--- src/rtl/rlc_pkg.sv ---
package rlc_pkg;
    typedef enum logic [2:0] {
        ST_IDLE,
        ST_DECODE,
        ST_READ,
        ST_PROCESS,
        ST_WRITE
    } rlc_state_e;
endpackage

--- src/rtl/rlc_decode.sv ---
module rlc_decode #(
    parameter int OPC_W  = 6,
    parameter int FILE_W = 8,
    parameter int BANK_W = 4,
    parameter logic [OPC_W-1:0] OPCODE = 6'b001101
) (
    input  logic [OPC_W+FILE_W+1:0] word,
    input  logic [BANK_W-1:0]       bank_sel,
    output logic                    match,
    output logic                    to_file,
    output logic [BANK_W+FILE_W-1:0] addr
);
    localparam int TOP = OPC_W + FILE_W + 1;
    localparam int D_POS = FILE_W + 1;
    localparam int A_POS = FILE_W;

    logic [FILE_W-1:0] offset;
    logic [BANK_W-1:0] fixed_bank;

    always_comb begin
        offset     = word[FILE_W-1:0];
        match      = (word[TOP -: OPC_W] == OPCODE);
        to_file    = word[D_POS];
        // upper half of the access window maps to the last bank
        fixed_bank = offset[FILE_W-1] ? {BANK_W{1'b1}} : {BANK_W{1'b0}};
        addr       = word[A_POS] ? {bank_sel, offset} : {fixed_bank, offset};
    end
endmodule

--- src/rtl/rlc_rotate.sv ---
module rlc_rotate #(
    parameter int W = 8
) (
    input  logic [W-1:0] opnd,
    input  logic         cin,
    output logic [W-1:0] res,
    output logic         cout,
    output logic         neg,
    output logic         zero
);
    assign res[0] = cin;
    for (genvar b = 1; b < W; b++) begin : g_shift
        assign res[b] = opnd[b-1];
    end
    assign cout = opnd[W-1];
    assign neg  = res[W-1];
    assign zero = (res == '0);
endmodule

--- src/rtl/rlc_exec.sv ---
module rlc_exec
    import rlc_pkg::*;
#(
    parameter int OPC_W  = 6,
    parameter int FILE_W = 8,
    parameter int BANK_W = 4,
    parameter int DATA_W = 8,
    parameter logic [OPC_W-1:0] OPCODE = 6'b001101
) (
    input  logic                      clk,
    input  logic                      rst_n,
    input  logic                      instr_valid,
    input  logic [OPC_W+FILE_W+1:0]   instr,
    input  logic [BANK_W-1:0]         bsr,
    output logic                      mem_rd,
    output logic                      mem_wr,
    output logic [BANK_W+FILE_W-1:0]  mem_addr,
    output logic [DATA_W-1:0]         mem_wdata,
    input  logic [DATA_W-1:0]         mem_rdata,
    output logic [DATA_W-1:0]         wreg,
    output logic                      flag_c,
    output logic                      flag_n,
    output logic                      flag_z,
    output logic                      done,
    output logic                      illegal
);
    localparam int INSTR_W = OPC_W + FILE_W + 2;
    localparam int ADDR_W  = BANK_W + FILE_W;

    rlc_state_e state_q, state_d;

    logic [INSTR_W-1:0] instr_q;
    logic [BANK_W-1:0]  bsr_q;
    logic [DATA_W-1:0]  res_q, wreg_q;
    logic               cout_q, neg_q, zero_q;
    logic               c_q, n_q, z_q, done_q, illegal_q;

    logic               dec_match, dec_to_file;
    logic [ADDR_W-1:0]  dec_addr;
    logic [DATA_W-1:0]  rot_res;
    logic               rot_cout, rot_neg, rot_zero;

    rlc_decode #(
        .OPC_W(OPC_W), .FILE_W(FILE_W), .BANK_W(BANK_W), .OPCODE(OPCODE)
    ) u_decode (
        .word(instr_q), .bank_sel(bsr_q),
        .match(dec_match), .to_file(dec_to_file), .addr(dec_addr)
    );

    rlc_rotate #(.W(DATA_W)) u_rotate (
        .opnd(mem_rdata), .cin(c_q),
        .res(rot_res), .cout(rot_cout), .neg(rot_neg), .zero(rot_zero)
    );

    // state register
    always_ff @(posedge clk) begin
        if (!rst_n) state_q <= ST_IDLE;
        else        state_q <= state_d;
    end

    // transitions
    always_comb begin
        state_d = state_q;
        unique case (state_q)
            ST_IDLE:    if (instr_valid) state_d = ST_DECODE;
            ST_DECODE:  state_d = dec_match ? ST_READ : ST_IDLE;
            ST_READ:    state_d = ST_PROCESS;
            ST_PROCESS: state_d = ST_WRITE;
            ST_WRITE:   state_d = ST_IDLE;
            default:    state_d = ST_IDLE;
        endcase
    end

    // registered datapath and outputs
    always_ff @(posedge clk) begin
        if (!rst_n) begin
            instr_q   <= '0;
            bsr_q     <= '0;
            res_q     <= '0;
            cout_q    <= 1'b0;
            neg_q     <= 1'b0;
            zero_q    <= 1'b0;
            wreg_q    <= '0;
            c_q       <= 1'b0;
            n_q       <= 1'b0;
            z_q       <= 1'b0;
            done_q    <= 1'b0;
            illegal_q <= 1'b0;
        end else begin
            done_q    <= 1'b0;
            illegal_q <= 1'b0;
            unique case (state_q)
                ST_IDLE: begin
                    if (instr_valid) begin
                        instr_q <= instr;
                        bsr_q   <= bsr;
                    end
                end
                ST_DECODE: illegal_q <= !dec_match;
                ST_READ: ;
                ST_PROCESS: begin
                    res_q  <= rot_res;
                    cout_q <= rot_cout;
                    neg_q  <= rot_neg;
                    zero_q <= rot_zero;
                end
                ST_WRITE: begin
                    if (!dec_to_file) wreg_q <= res_q;
                    c_q    <= cout_q;
                    n_q    <= neg_q;
                    z_q    <= zero_q;
                    done_q <= 1'b1;
                end
                default: ;
            endcase
        end
    end

    always_comb begin
        mem_rd    = (state_q == ST_READ);
        mem_wr    = (state_q == ST_WRITE) && dec_to_file;
        mem_addr  = dec_addr;
        mem_wdata = res_q;
        wreg      = wreg_q;
        flag_c    = c_q;
        flag_n    = n_q;
        flag_z    = z_q;
        done      = done_q;
        illegal   = illegal_q;
    end


    rd_single_chk: assert property (@(posedge clk) disable iff (!rst_n)
        mem_rd |=> !mem_rd);

    wr_addr_match_chk: assert property (@(posedge clk) disable iff (!rst_n)
        mem_wr |-> ($past(mem_rd, 2) && mem_addr == $past(mem_addr, 2)));

    zero_not_neg_chk: assert property (@(posedge clk) disable iff (!rst_n)
        done |-> !(flag_z && flag_n));

    illegal_quiet_chk: assert property (@(posedge clk) disable iff (!rst_n)
        illegal |-> (!mem_rd && !mem_wr && !done && $stable(wreg) && $stable(flag_c)));

    access_low_chk: assert property (@(posedge clk) disable iff (!rst_n)
        (mem_rd && !instr_q[FILE_W] && !instr_q[FILE_W-1]) |-> (mem_addr[ADDR_W-1:FILE_W] == '0));

    done_alone_chk: assert property (@(posedge clk) disable iff (!rst_n)
        done |-> (!mem_rd && !mem_wr && !illegal));
endmodule

--- config.mk ---
export PLATFORM = sky130hd
export DESIGN_NAME = rlc_exec
export DESIGN_NICKNAME = d
export VERILOG_FILES = /design/src/rtl/rlc_pkg.sv /design/src/rtl/rlc_decode.sv /design/src/rtl/rlc_rotate.sv /design/src/rtl/rlc_exec.sv
export SDC_FILE = /design/constraint.sdc
export NUM_CORES = 1
export LEC_CHECK = 0
export CORE_MARGIN = 5
export CORE_UTILIZATION = 40
export CTS_CLUSTER_SIZE = 30
export DETAILED_ROUTE_END_ITERATION = 10
export HOLD_SLACK_MARGIN = 0.08
export PLACE_DENSITY_LB_ADDON = 0.08
export SYNTH_ARGS = -nofsm -noshare
export SYNTH_HDL_FRONTEND = slang
export SYNTH_SLANG_ARGS = --single-unit
--- constraint.sdc ---
create_clock -name clk -period 2 [get_ports clk]
set_clock_uncertainty 0.2 [all_clocks]
set_input_delay 0.2 -clock clk [delete_from_list [all_inputs] [get_ports clk]]
set_output_delay 0.2 -clock clk [all_outputs]
set_load 0.005 [all_outputs]
Word level (Yosys, flattened, before mapping)
Index checks and enable logic that the tools add are counted. Widths: inputs -> output; s select.

Output and inout bits: 35. Bits in registers: 47. Word-level logic and storage cells: 33. Bits of input ports: 31.

Reductions and logical operators: 7. Muxes and demuxes: 6. Bitwise gates (word level): 1. Eq/ne operators: 6.

Operator list (count): $mux 12 (1); $pmux 3 s4 (1); $logic_not 8->1 (1); $eq 3x2->1 const B (2); $eq 6x4->1 const B (1); $reduce_and 2->1 (3); $mux 4 (1); $eq 3x1->1 const B (1); $eq 3x3->1 const B (1); $logic_not 3->1 (1); $mux 3 (1); $mux 2 (1); $ne 2x2->1 const B (1); $logic_and 1x1->1 (1); $logic_not 1->1 (1); $mux 1 (1); $not 1->1 (1).

Depth between registers and ports, before layout
Gate-level depths: netlist of run 1.

Depth in word-level cells: 3. Mapped depth: 5. Gate-level depth less buffers: 3.

Cells and area by module
From an unflattened synthesis of run 1, not the netlist that was laid out.

Cell total of the unflattened synthesis: 223. Area, all modules: 2021.9 um^2.

By module, submodules not included: rlc_exec (sequential area each 940.9 um^2, instances 1, area each 1798.0 um^2, cells each 190); rlc_decode (sequential area each 0.0 um^2, instances 1, area each 130.1 um^2, cells each 20); rlc_rotate (sequential area each 0.0 um^2, instances 1, area each 93.8 um^2, cells each 13).

Least setup slack after synthesis of run 1
OpenSTA, ideal clock, no wires.

Kind: reg2reg. From: register state_q[2]. To: register instr_q[0]. Cell stages (with the launch flop): 6. Data arrival time: 1198 ps. Setup time: 116 ps. Path buffers: 2. Period minus slack after synthesis: 1514 ps. Path slack: 486 ps. Required time: 1684 ps. Path through: dfxtp_1 > buf_6 > or4b_4 > buf_6 > nand2_1 > a21boi_1.

Cells in the longest elaborated chain, start to end: 2.

RTL lines: from (decl) (line rlc_exec.sv:30) `rlc_state_e state_q, state_d;`; from (signal assigned) (line rlc_exec.sv:58) `else state_q <= state_d;`; $logic_not 3->1 (line rlc_exec.sv:92) `unique case (state_q)`; $reduce_and 2->1 (no source line); to (signal assigned) (line rlc_exec.sv:95) `instr_q <= instr;`; to (decl) (line rlc_exec.sv:32) `logic [INSTR_W-1:0] instr_q;`.

No other way between the ends. A chain may end at the register's enable or synchronous reset.

Final worst setup path of run 1
From: register state_q[1]. To: output port mem_rd.

Cells in the longest elaborated chain, start to end: 1.

RTL lines: $eq 3x2->1 (line rlc_exec.sv:120) `mem_rd = (state_q == ST_READ);`; to (decl) (line rlc_exec.sv:15) `output logic mem_rd,`.

No other way between the ends.

==> reports/metrics.cfg, run 1 <==
[run_status]
status = completed

[drt]
drt_iter0_drc = 49
vias = 1553
drt-pass1-iter-count = 4
wl_per_cell_um = 12.7
routed_wl_um = 4190
ant_nets = 0
avgViaCountPerCell = 4.71
drc = 0

[clock_network]
clk_pin_slew_ns = 0.08
clockRootBuffer = clkbuf_8
clk_latency_ns = 0.29
cts_num_sinks = 46
htreeDepth = 2
cts-buffers-inserted = 5
ctsHoldBuffers = 0
clk_path_buf_depth = 2
cts_tree = yes

[yosys]
yosysSeqAreaShare = 0.483
synth_nets = 250
syn_inst = 219
synth-warning-count = 0
synth-edff-count = 0
synthDistinctLibCells = 28
ys_seq_elements = 46
synthArstFlopShare = 0
synth_common_cells = 75 x nand2_1, 46 x dfxtp_1, 20 x a21boi_1
synth_area_um2 = 1910
synth_area_per_cell_um2 = 8.70
synth_most_common_cell = nand2_1
ys_top_cells_by_area = dfxtp_1 48%, nand2_1 15%, a21boi_1 7.9%, a21boi_0 3.5%, buf_4 3.5%
synth_top_area_share = 0.483
synth_area_leader_cell = dfxtp_1
synth-main-ff-cell = dfxtp_1

[cells_and_area]
post_route_cells_drive_above_1_share = 0.0725
final_nets = 307
num_antenna_cells = 0
fillers = 476
finalNonFillerCells = 330
final_area_um2 = 2620
seqCellArea_um2 = 926
multi_input_area_um2 = 833
syn2layout_area_growth_pct = 37.7

[timing]
fin_tns_setup_ns = 0
slew_violations = 0
fmax_mhz = 537
finalHoldViolCount = 0
min_period_over_period = 0.931
setup_violations = 0
max_slew.worst_pin.slew_ns = 0.440
rsz0062_at_grt = false
finalCriticalPeriod_ns = 1.86
slew-limit-headroom = 0.706

[global_routing]
grt_most_used_layer = met2
grt_antenna_before_repair = 0
grtUsageMet1 = 0.164
grt_usage = 0.145
overflow = 0
grt_max_degree = 35
gr-usage-met2 = 0.247
grt_pass1_vias = 1590
met3_usage = 0.0737
grt_first_pass_wirelength_um = 7250

[critical_path]
slowest_delay_ns = 0.54
critPathRequiredTime_ns = 1.60
slowest_stage = clkdlybuf4s50_1
crit_chain = nor3b_1 -> clkdlybuf4s50_1
worstSetupPathType = flop to output port
path_max_fanout = 6
cp-end-kind = output port
crit_buf_inv = 1
cpLargestDelayFamily = buffers and inverters
cp.arrival_ns = 1.46
startpoint_type = flop

[floorplanning]
start_util = 0.409
boundaryPins = 66
die_h_um = 79.0
dieArea_um2 = 6240
die_w_um = 79.0
rows = 25
core_um2 = 4660

[placed_design]
dp.cells = 323
hpwl_um = 3060
place_area_um2 = 2540
placement.io_buffers = 65
gp_congestion = 0.719

[flow_run]
cap_violations = 0

[power]
p_leak_uw = 0.000971
vdd_ir_drop_max_mv = 0.414
p_per_area_nw_per_um2 = 633

[hold_path]
hold_class = input port to flop

[per-layer routing]
metal	up-vias	part of all wire
met4	0	0.0029
met3	2	0.073
met2	37	0.47
met5	-	0
met1	690	0.45
li1	824	-
[worst min-delay path, stage by stage]
cell and delay (ns):
clkdlybuf4s50_1 0.39, nand2_1 0.05, a21boi_1 0.05
[power by group]
part	internal, uW	switching [uW]	total [uW]
clock	241	282	523
sequential	940	16.7	957
combinational	115	66.2	181
total	1300	365	1660
[area by class of cell]
type                            instances  share of cell area
Sequential cell                        46               0.353
Timing Repair Buffer                   74               0.275
Multi-Input combinational cell        149               0.318
Tap cell                               54              0.0258
Clock buffer                            7              0.0291
[repair_timing]
item                                    in CTS  in global routing
endpoints found under the hold margin        0                  0
endpoints found under the setup margin       2                  1
gates cloned                                 0                  0
resized for setup                            2                  2
setup buffers                                0                  0
[kinds of logic after synthesis]
group                  synth area share
AND/OR/NAND/NOR                   0.276
flip-flops                        0.483
AO/OA/AOI/OAI                     0.141
buffers and inverters            0.0840
multiplexers                     0.0158
[cells in the final DEF (no fill, tap or decap), types with 2 or more instances in the layout]
cell / instances
nand2_1: 75
and2_1: 3
clkbuf_8: 5
o21ai_0: 10
clkdlybuf4s50_1: 64
nor4b_4: 2
mux2i_1: 3
buf_4: 9
a21boi_1: 20
nor2b_1: 4
dfxtp_1: 44
nor4_1: 2
a21boi_0: 9
clkbuf_1: 2
nand3_1: 9
[final timing paths]
check | from | end | slack [ns] | cells after the start
max | state_q[1] | mem_rd | 0.14 | 2
max reg2reg | state_q[2] | instr_q[3] | 0.35 | 4
min reg2reg | instr_q[11] | instr_q[11] | 0.25 | 2
min | bsr[0] | bsr_q[0] | 0.25 | 3
[sequential cells by signal, indices dropped and copies added (netlist names)]
name	cells
wreg	8
done	1
flag_c	1
mem_wdata	8
illegal	1
bsr_q	4
flag_z	1
cout_q	1
zero_q	1
instr_q	16
flag_n	1
state_q	3
[stage by stage]
step	setup slack, ns	util	hold WS (ns)	total power, uW
after floorplan	0.486	-	0.135	1070
after global placement	0.217	0.545	0.235	1160
after detailed placement	0.185	0.545	0.244	1160
after CTS	0.0373	0.562	0.245	1690
after global routing	0.0462	0.563	0.246	1750
final	0.137	0.563	0.252	1660
(Power assumes the default switching activity.)
==> run 2, diff against run 1 <==
--- a/config.mk
+++ b/config.mk
@@ -5,6 +5,7 @@
 export SDC_FILE = /design/constraint.sdc
 export NUM_CORES = 1
 export LEC_CHECK = 0
+export ABC_CLOCK_PERIOD_IN_PS = 2000
 export CORE_MARGIN = 5
 export CORE_UTILIZATION = 40
 export CTS_CLUSTER_SIZE = 30
==> results of run 2 <==
Same layout as run 1: the final DEF is identical, and so are final timing and power.
==> run 3, diff against run 2 <==
--- a/config.mk
+++ b/config.mk
@@ -6,7 +6,7 @@
 export NUM_CORES = 1
 export LEC_CHECK = 0
 export ABC_CLOCK_PERIOD_IN_PS = 2000
-export CORE_MARGIN = 5
+export CORE_MARGIN = 2
 export CORE_UTILIZATION = 40
 export CTS_CLUSTER_SIZE = 30
 export DETAILED_ROUTE_END_ITERATION = 10
==> run 3 against run 2 <==
Cell count did not move. Clock power is 8.8% higher. Non-clock buffer count shrank 1. Sequential share of layout area decreased by 0.16 points. Global-route usage rose by 1.4 points. Register-to-register slack got worse by 0.02 ns. Fmax shrank 3.1%. Worst hold slack worse by 0.0060 ns. Critical endpoint is now mem_wr.
==> reports/metrics.cfg, run 3 (synthesis results as in run 1) <==
[timing]
finalHoldViolCount = 0
slew_violations = 0
finalWorstSetupSlack_ns = 0.0773
rsz0062_at_grt = false
slew-limit-headroom = 0.731
max_slew.worst_pin.slew_ns = 0.403
finalCriticalPeriod_ns = 1.92
fmax_mhz = 520
min_period_over_period = 0.961
fin_tns_setup_ns = 0
setup_violations = 0

[placed_design]
gp_congestion = 0.668
dp_slack_ns = 0.182
hpwl_um = 2810
placement.io_buffers = 65

[floorplanning]
dieArea_um2 = 5330
die_h_um = 73.0
rows = 25
core_um2 = 4660
boundaryPins = 66
die_w_um = 73.0
start_util = 0.409

[critical_path]
worstSetupPathType = flop to output port
startpoint_type = flop
startpoint = state_q[0]
critPathRequiredTime_ns = 1.60
path_max_fanout = 6
r2r_end = bsr_q[0]
r2r_cells = 4
cp.arrival_ns = 1.52
r2r_slack_ns = 0.33
cp-end-kind = output port
reg2reg_from = state_q[2]

[clock_network]
htreeDepth = 2
cts-buffers-inserted = 5
cts_tree = yes
clockRootBuffer = clkbuf_8
clk_path_buf_depth = 2
clk_pin_slew_ns = 0.08
cts_num_sinks = 46
ctsHoldBuffers = 0
clk_latency_ns = 0.29

[drt]
vias = 1584
drt-pass1-iter-count = 3
wl_per_cell_um = 11.8
drt_iter0_drc = 54
routed_wl_um = 3900
avgViaCountPerCell = 4.80
drc = 0
ant_nets = 0

[global_routing]
grt_max_degree = 34
grt_most_used_layer = met2
overflow = 0
grt_first_pass_wirelength_um = 6560
gr-usage-met2 = 0.271
met3_usage = 0.0401
grt_usage = 0.159
grtUsageMet1 = 0.183
grt_pass1_vias = 1484
grt_antenna_before_repair = 0

[power]
p_per_area_nw_per_um2 = 649
p_leak_uw = 0.000956
vdd_ir_drop_max_mv = 0.305

[hold_path]
hold_depth = 3
whs_endpoint = bsr_q[3]
hold_class = input port to flop
hp-start = bsr[3]

[cells_and_area]
layout_commonest_cell = nand2_1
final_cell_mix = 75 x nand2_1, 65 x clkdlybuf4s50_1, 45 x dfxtp_1, 20 x a21boi_1, 10 x o21ai_0
num_antenna_cells = 0
syn2layout_area_growth_pct = 37.8
post_route_cells_drive_above_1_share = 0.0725
largest_register_ffs = 16
final_nets = 306
top_register = instr_q

[run_status]
status = completed

[flow_run]
cap_violations = 0

==> run 3: cell count changes in the layout (fill, tap and decap cells not counted), sizes merged <==
| cell | change |
|---|---|
| buf | -1 |
| clkdlybuf4s50 | +1 |
| clkinv | +1 |
| dlymetal6s2s | -1 |
==> run 3: where the power goes <==
group / switching, uW / total [uW] / leakage, uW / internal, uW
sequential: 15.2 / 955 / 0.000375 / 940
combinational: 67.5 / 180 / 0.000533 / 113
clock: 290 / 569 / 0.0000482 / 279
total: 373 / 1700 / 0.000956 / 1330
==> run 3: what timing repair did <==
item | CTS | global route
setup buffers | 0 | 0
endpoints found under the setup margin | 1 | 0
gates resized for setup | 1 | 0
==> run 3: cell type report <==
class                      instances  area [um2]
clock buffer                       7        86.3
clock inverter                     1        5.00
fill                             444        2040
multi-input combinational        149         833
sequential                        46         922
tap                               54        67.6
timing repair buffer              73         711
==> run 3: through the flow <==
stage                     power (uW)  utilization  hold slack (ns)  cell area, um2  std cells
after floorplan                 1070            -            0.135            1910        219
after global placement          1160        0.543            0.236            2530        322
after detailed placement        1160        0.543            0.243            2530        322
after CTS                       1730        0.563            0.241            2630        330
after global routing            1790        0.563            0.242            2630        330
final                           1700        0.563            0.246            2630        330
==> run 3: metal layers <==
metal | vias up | wire length (um)
met5 | - | 0
met4 | 0 | 55
met3 | 6 | 260
met1 | 711 | 1730
met2 | 45 | 1850
li1 | 822 | -
==> run 3: critical path, stage by stage, from the launching register on <==
cell and delay [ns]:
dfxtp_1 0.37, nor3b_2 0.21, and2_1 0.14, clkdlybuf4s50_1 0.50
==> run 3: worst max-delay path by stage <==
stage / depth (start not counted) / endpoint / slack [ns]
3_3_place_gp: 4 / instr_q[14] / 0.22
6_report: 3 / mem_wr / 0.08
4_1_cts: 3 / mem_wr / 0.04
5_1_grt: 3 / mem_wr / 0.007
3_5_place_dp: 4 / bsr_q[0] / 0.18
2_1_floorplan: 5 / instr_q[0] / 0.49
